## config.mk

```make
export PLATFORM = sky130hd
export DESIGN_NAME = dtimer_channel
export DESIGN_NICKNAME = d
export VERILOG_FILES = /design/src/rtl/dtc_pkg.sv /design/src/rtl/dtc_ctrl_reg.sv /design/src/rtl/dtc_down_counter.sv /design/src/rtl/dtc_irq_pulse.sv /design/src/rtl/dtimer_channel.sv
export SDC_FILE = /design/constraint.sdc
export NUM_CORES = 1
export LEC_CHECK = 0
export ABC_AREA = 1
export BUFFER_PORTS_ARGS = -buffer_cell sky130_fd_sc_hd__buf_2
export CAP_MARGIN = 10
export CORE_MARGIN = 4
export CORE_UTILIZATION = 42
export CTS_CLUSTER_SIZE = 12
export DETAILED_ROUTE_END_ITERATION = 12
export GPL_ROUTABILITY_DRIVEN = 0
export PLACE_DENSITY_LB_ADDON = 0.2
export SYNTH_ARGS = -nofsm -noshare
export SYNTH_HDL_FRONTEND = slang
export SYNTH_SLANG_ARGS = --single-unit
```

## constraint.sdc

```tcl
create_clock -name clk -period 4.55 [get_ports clk]
set_input_delay 0.91 -clock clk [delete_from_list [all_inputs] [get_ports clk]]
set_output_delay 0.91 -clock clk [all_outputs]
set_load 0.03 [all_outputs]
```

## src/rtl/dtc_pkg.sv

```systemverilog
package dtc_pkg;
  localparam int unsigned CTRL_W = 7;
  localparam int unsigned EN_B = 0;
  localparam int unsigned RS_B = 1;
  localparam int unsigned LD_B = 2;
  localparam int unsigned IE_B = 3;
  localparam int unsigned PD_B = 4;
  localparam int unsigned CH_B = 5;
  localparam int unsigned DH_B = 6;

  typedef struct packed {
    logic chain;
    logic irq_en;
    logic restart;
    logic enable;
  } ctrl_fields_t;
endpackage

```

## src/rtl/dtc_ctrl_reg.sv

```systemverilog
module dtc_ctrl_reg
  import dtc_pkg::*;
(
  input  logic              clk,
  input  logic              rst_n,
  input  logic              we_i,
  input  logic [CTRL_W-1:0] wdata_i,
  input  logic              expire_i,
  output ctrl_fields_t      fields_o,
  output logic              pend_o,
  output logic [CTRL_W-1:0] word_o
);
  ctrl_fields_t fields_q;
  logic         pend_q;

  always_ff @(posedge clk) begin
    if (!rst_n) begin
      fields_q <= '0;
      pend_q   <= 1'b0;
    end else begin
      if (we_i) begin
        fields_q.enable  <= wdata_i[EN_B];
        fields_q.restart <= wdata_i[RS_B];
        fields_q.irq_en  <= wdata_i[IE_B];
        fields_q.chain   <= wdata_i[CH_B];
      end
      // a new expiry event wins over a same-cycle clear
      if (expire_i && fields_q.irq_en)
        pend_q <= 1'b1;
      else if (we_i && wdata_i[PD_B])
        pend_q <= 1'b0;
    end
  end

  always_comb begin
    word_o       = '0;
    word_o[EN_B] = fields_q.enable;
    word_o[RS_B] = fields_q.restart;
    word_o[IE_B] = fields_q.irq_en;
    word_o[PD_B] = pend_q;
    word_o[CH_B] = fields_q.chain;
  end

  assign fields_o = fields_q;
  assign pend_o   = pend_q;
endmodule

```

## src/rtl/dtc_down_counter.sv

```systemverilog
module dtc_down_counter #(
  parameter int unsigned CNT_W = 32
) (
  input  logic             clk,
  input  logic             rst_n,
  input  logic             tick_i,
  input  logic             enable_i,
  input  logic             restart_i,
  input  logic             ctrl_we_i,
  input  logic             ctrl_wen_i,
  input  logic             ctrl_wload_i,
  input  logic             reload_we_i,
  input  logic [CNT_W-1:0] reload_wdata_i,
  input  logic             count_we_i,
  input  logic [CNT_W-1:0] count_wdata_i,
  output logic [CNT_W-1:0] count_o,
  output logic [CNT_W-1:0] reload_o,
  output logic             expire_o
);
  localparam logic [CNT_W-1:0] ZERO = '0;
  localparam logic [CNT_W-1:0] ONE  = {{(CNT_W-1){1'b0}}, 1'b1};

  logic [CNT_W-1:0] cnt_q;
  logic [CNT_W-1:0] rld_q;
  logic             armed_q;
  logic             any_wr;
  logic             step;
  logic             en_eff;

  assign any_wr   = ctrl_we_i | count_we_i;
  assign step     = tick_i & enable_i & armed_q & ~any_wr;
  assign expire_o = step & (cnt_q == ZERO);
  assign en_eff   = ctrl_we_i ? ctrl_wen_i : enable_i;

  always_ff @(posedge clk) begin
    if (!rst_n) begin
      rld_q <= ZERO;
    end else if (reload_we_i) begin
      rld_q <= reload_wdata_i;
    end
  end

  always_ff @(posedge clk) begin
    if (!rst_n) begin
      cnt_q   <= ZERO;
      armed_q <= 1'b0;
    end else if (count_we_i) begin
      cnt_q   <= count_wdata_i;
      armed_q <= en_eff;
    end else if (ctrl_we_i) begin
      if (ctrl_wload_i) cnt_q <= rld_q;
      armed_q <= ctrl_wen_i;
    end else if (expire_o) begin
      if (restart_i) cnt_q <= rld_q;
      else armed_q <= 1'b0;
    end else if (step) begin
      cnt_q <= cnt_q - ONE;
    end
  end

  assign count_o  = cnt_q;
  assign reload_o = rld_q;
endmodule

```

## src/rtl/dtc_irq_pulse.sv

```systemverilog
module dtc_irq_pulse (
  input  logic clk,
  input  logic rst_n,
  input  logic expire_i,
  input  logic irq_en_i,
  output logic irq_o
);
  logic irq_q;

  always_ff @(posedge clk) begin
    if (!rst_n) irq_q <= 1'b0;
    else        irq_q <= expire_i & irq_en_i;
  end

  assign irq_o = irq_q;
endmodule

```

## src/rtl/dtimer_channel.sv

```systemverilog
module dtimer_channel
  import dtc_pkg::*;
#(
  parameter int unsigned CNT_W = 32
) (
  input  logic              clk,
  input  logic              rst_n,
  input  logic              tick_i,
  input  logic              ctrl_we_i,
  input  logic [CTRL_W-1:0] ctrl_wdata_i,
  input  logic              reload_we_i,
  input  logic [CNT_W-1:0]  reload_wdata_i,
  input  logic              count_we_i,
  input  logic [CNT_W-1:0]  count_wdata_i,
  output logic [CNT_W-1:0]  count_o,
  output logic [CNT_W-1:0]  reload_o,
  output logic [CTRL_W-1:0] ctrl_o,
  output logic              irq_o
);
  ctrl_fields_t fields;
  logic         pend;
  logic         expire;

  dtc_ctrl_reg u_ctrl (
    .clk      (clk),
    .rst_n    (rst_n),
    .we_i     (ctrl_we_i),
    .wdata_i  (ctrl_wdata_i),
    .expire_i (expire),
    .fields_o (fields),
    .pend_o   (pend),
    .word_o   (ctrl_o)
  );

  dtc_down_counter #(.CNT_W(CNT_W)) u_cnt (
    .clk            (clk),
    .rst_n          (rst_n),
    .tick_i         (tick_i),
    .enable_i       (fields.enable),
    .restart_i      (fields.restart),
    .ctrl_we_i      (ctrl_we_i),
    .ctrl_wen_i     (ctrl_wdata_i[EN_B]),
    .ctrl_wload_i   (ctrl_wdata_i[LD_B]),
    .reload_we_i    (reload_we_i),
    .reload_wdata_i (reload_wdata_i),
    .count_we_i     (count_we_i),
    .count_wdata_i  (count_wdata_i),
    .count_o        (count_o),
    .reload_o       (reload_o),
    .expire_o       (expire)
  );

  dtc_irq_pulse u_irq (
    .clk      (clk),
    .rst_n    (rst_n),
    .expire_i (expire),
    .irq_en_i (fields.irq_en),
    .irq_o    (irq_o)
  );
endmodule

```

==> metrics.md <==
| Metric | Value |
|---|---|
| Grt ovf | `0` |
| Mux contribution to synthesized area | `0%` |
| Mapped Cells | `674` |
| Gates resized, CTS repair | `0` |
| DIE WIDTH | `107.8 um` |
| Initial DRC Count | `263` |
| Synth Warn # | `0` |
| # nets final | `872` |
| First-pass GRT wire length | `20330 um` |
| Inserted Clock Buffers | `9` |
| Area share of xor/xnor cells in the synthesized design | `3.977%` |
| Post-synthesis sequential area ratio | `33.97%` |
| CP max FO | `52` |
| Gr usage total | `21.66%` |
| Area growth, synth to finish | `21.05%` |
| Row cnt | `36` |
| Pin count of the biggest net entering global routing | `53` |
| Detailed-route wire length per cell | `13.36 um` |
| Clock skew | `8.533 ps` |
| CTS tree | `done` |
| Root Buffer | `clkbuf_8` |
| Pwr/cell area | `339.6 mW/mm2` |
| Max_cap viols | `0` |
| Vias in the first global route | `4211` |
| Slew HR | `23.28%` |
| Combinational family with the most area after synthesis | `simple AND/OR/NAND/NOR gates` |
| Mapped cell area | `0.004184 mm2` |
| DP HPWL | `9221 um` |
| HP Class | `register to register` |
| Final period util | `61.10%` |
| Setup bufs post-CTS | `0` |
| Worst path required time | `4800 ps` |
| CP Launch Type | `register` |
| Actual slew at the worst max-slew pin | `1150 ps` |
| Full die area | `0.01162 mm2` |
| DRT antenna net count | `0` |
| I/O pins | `149` |
| Pleak | `0.002531 uW` |
| Setup TNS | `0 ps` |
| Layout cell share with drive strength beyond 1 | `22.53%` |
| Final hold violations | `0` |
| Adder-cell share of the synthesized area | `0.2990%` |
| Crit path DAT | `3030 ps` |
| Critical Path End Type | `register` |
| Routed via count | `4605` |
| Yosys top cell area share | `33.97%` |
| Final Non-Filler Cells | `932` |
| Post-DR vias/cell | `4.941` |
| Dpl cell area | `0.004873 mm2` |
| Max VDD drop | `0.1800 mV` |
| Final Max Tran Viols | `0` |
| Fmax | `0.3597 GHz` |
| FF+latch count, synth | `71` |
| Design area | `0.005065 mm2` |
| Cell variety after synth | `34` |
| Critical path class | `register to register` |
| Final setup viols | `0` |
| Clk buf depth | `2` |
| Initial core utilization | `43.00%` |
| Cts hold-fix bufs | `0` |
| Final wirelength | `12450 um` |
| Clk_lat worst skew | `350 ps` |
| Post-route DRC | `0` |
| Placed cell count | `916` |
| Initial antenna violation count | `0` |
| DRT Pass-1 Iters | `5` |
| Min Tclk post-route | `2780 ps` |
| Simple-Gate Fraction of Synth Area | `38.82%` |
| Port Buf Inserts | `145` |
| Core ar. | `0.009729 mm2` |
| Synth Area in Compound Gates | `13.70%` |
| Synth area leaders | `dfxtp_1, nand2_1, nor2_1, a21oi_1, o21ai_0` |
| H-Tree Depth | `3` |
| Clock-pin slew of the registers on the worst-case setup and hold paths | `70 ps` |
| Cell accounting for the most synthesized area | `dfxtp_1` |
| RSZ-0062 raised after global routing | `false` |
| CTS sink cnt | `71` |
| Status | `finished clean` |
| Die Span Y | `107.8 um` |
| Syn avg cell area | `6.208 um2` |
| # diodes | `0` |
[area by class of cell]
cell class,instances,area (um2)
Multi-Input combinational cell,521,2384
Fill cell,1050,4664
Clock buffer,13,148.9
Clock inverter,3,42.54
Tap cell,133,166.4
Timing Repair Buffer,146,733.2
Sequential cell,71,1421
Inverter,45,168.9
[per-stage QoR]
stage | hold WS [ps] | worst slack (ps) | utilization (%) | total power, uW
global placement | 451.8 | 1501 | 50.09 | 1223
CTS | 468.9 | 1773 | 52.06 | 1729
detailed placement | 459.2 | 1462 | 50.09 | 1229
global route | 503.5 | 1444 | 52.06 | 1829
floorplan | 435.0 | 2330 | - | 1091
finish | 464.6 | 1770 | 52.06 | 1720
[cell usage after synthesis (all sizes together)]
cell type  count
ha             1
nand3         42
and2           1
nor4           1
dfxtp         71
nor2         165
nand3b         2
xnor2         10
a31o           1
o31ai          1
nor3b          1
clkbuf        18
o21ai         44
o211ai        10
a21oi         48
nand4          9
buf           20
nor3           2
nand2        170
o21bai         1
inv           45
a31oi          1
xor2           9
conb           1
[power by group]
part | switching [uW] | leakage [uW] | total, uW | internal, uW
combinational | 336 | 0.00185 | 496 | 160
clock | 233 | 0.0000936 | 501 | 268
sequential | 54.5 | 0.000589 | 723 | 669
[worst max-delay path, stage by stage (launching register included)]
cell	delay (ps)
dfxtp_1	320
inv_1	110
ha_1	290
nand2_4	100
nor2_4	170
nand2_1	80
nor2_1	130
nand3_1	100
nand2_2	710
inv_2	280
nor2_1	160
nor2_1	50
nand2_1	100
inv_1	40
[cell usage in the layout, fill, tap and decap left out]
cell and count:
clkbuf_8 10, nand4_1 9, xnor2_1 10, buf_2 145, dfxtp_1 71, o21bai_1 1, nand3_1 42, a31oi_1 1
nor2_2 5, clkinvlp_4 1, a31o_2 1, bufinv_16 1, o31ai_1 1, and2_1 1, conb_1 2, a21oi_2 2
inv_1 41, nor3b_1 1, nand3b_1 2, ha_1 1, o211ai_1 10, nor3_1 2, nor2_1 158, nand2_1 163
a21oi_1 46, buf_4 1, inv_2 4, o21ai_0 44, nor2_4 2, xor2_1 9, clkinv_2 1, nand2_2 5
nor4_1 1, clkbuf_1 3, nand2_4 2
[final timing paths]
check        depth (start not counted)          startpoint  slack [ps]          endpoint
max reg2reg                         13    u_cnt.count_o[0]        1770  u_cnt.count_o[8]
min reg2reg                          2  u_ctrl.fields_o[2]         460       u_irq.irq_o
max                                 13    u_cnt.count_o[0]        1770  u_cnt.count_o[8]
min                                  2  u_ctrl.fields_o[2]         460       u_irq.irq_o
[sequential cells by signal, indices dropped and copies added (netlist names)]
| name | cells |
|---|---|
| u_cnt.armed_q | 1 |
| u_ctrl.pend_o | 1 |
| u_cnt.count_o | 32 |
| u_ctrl.fields_o | 4 |
| u_irq.irq_o | 1 |
| u_cnt.reload_o | 32 |
[per-layer routing]
layer  vias up  wire length [um]  track usage (%)
li1       2383                 -                -
met3        21               878            4.379
met5         -                 0                0
met2       146              5512            33.84
met4         0               236            8.386
met1      2055              5826            29.28
[logic make-up (layout without fill, tap and decap cells)]
group,Yosys count,in the layout
AND/OR/NAND/NOR,393,393
adder cells (fa/ha/maj),1,1
XOR/XNOR,19,19
other,1,2
flip-flops,71,71
buffers and inverters,83,207
AO/OA/AOI/OAI,106,106
No activity file was read; power rests on OpenSTA's default activity.
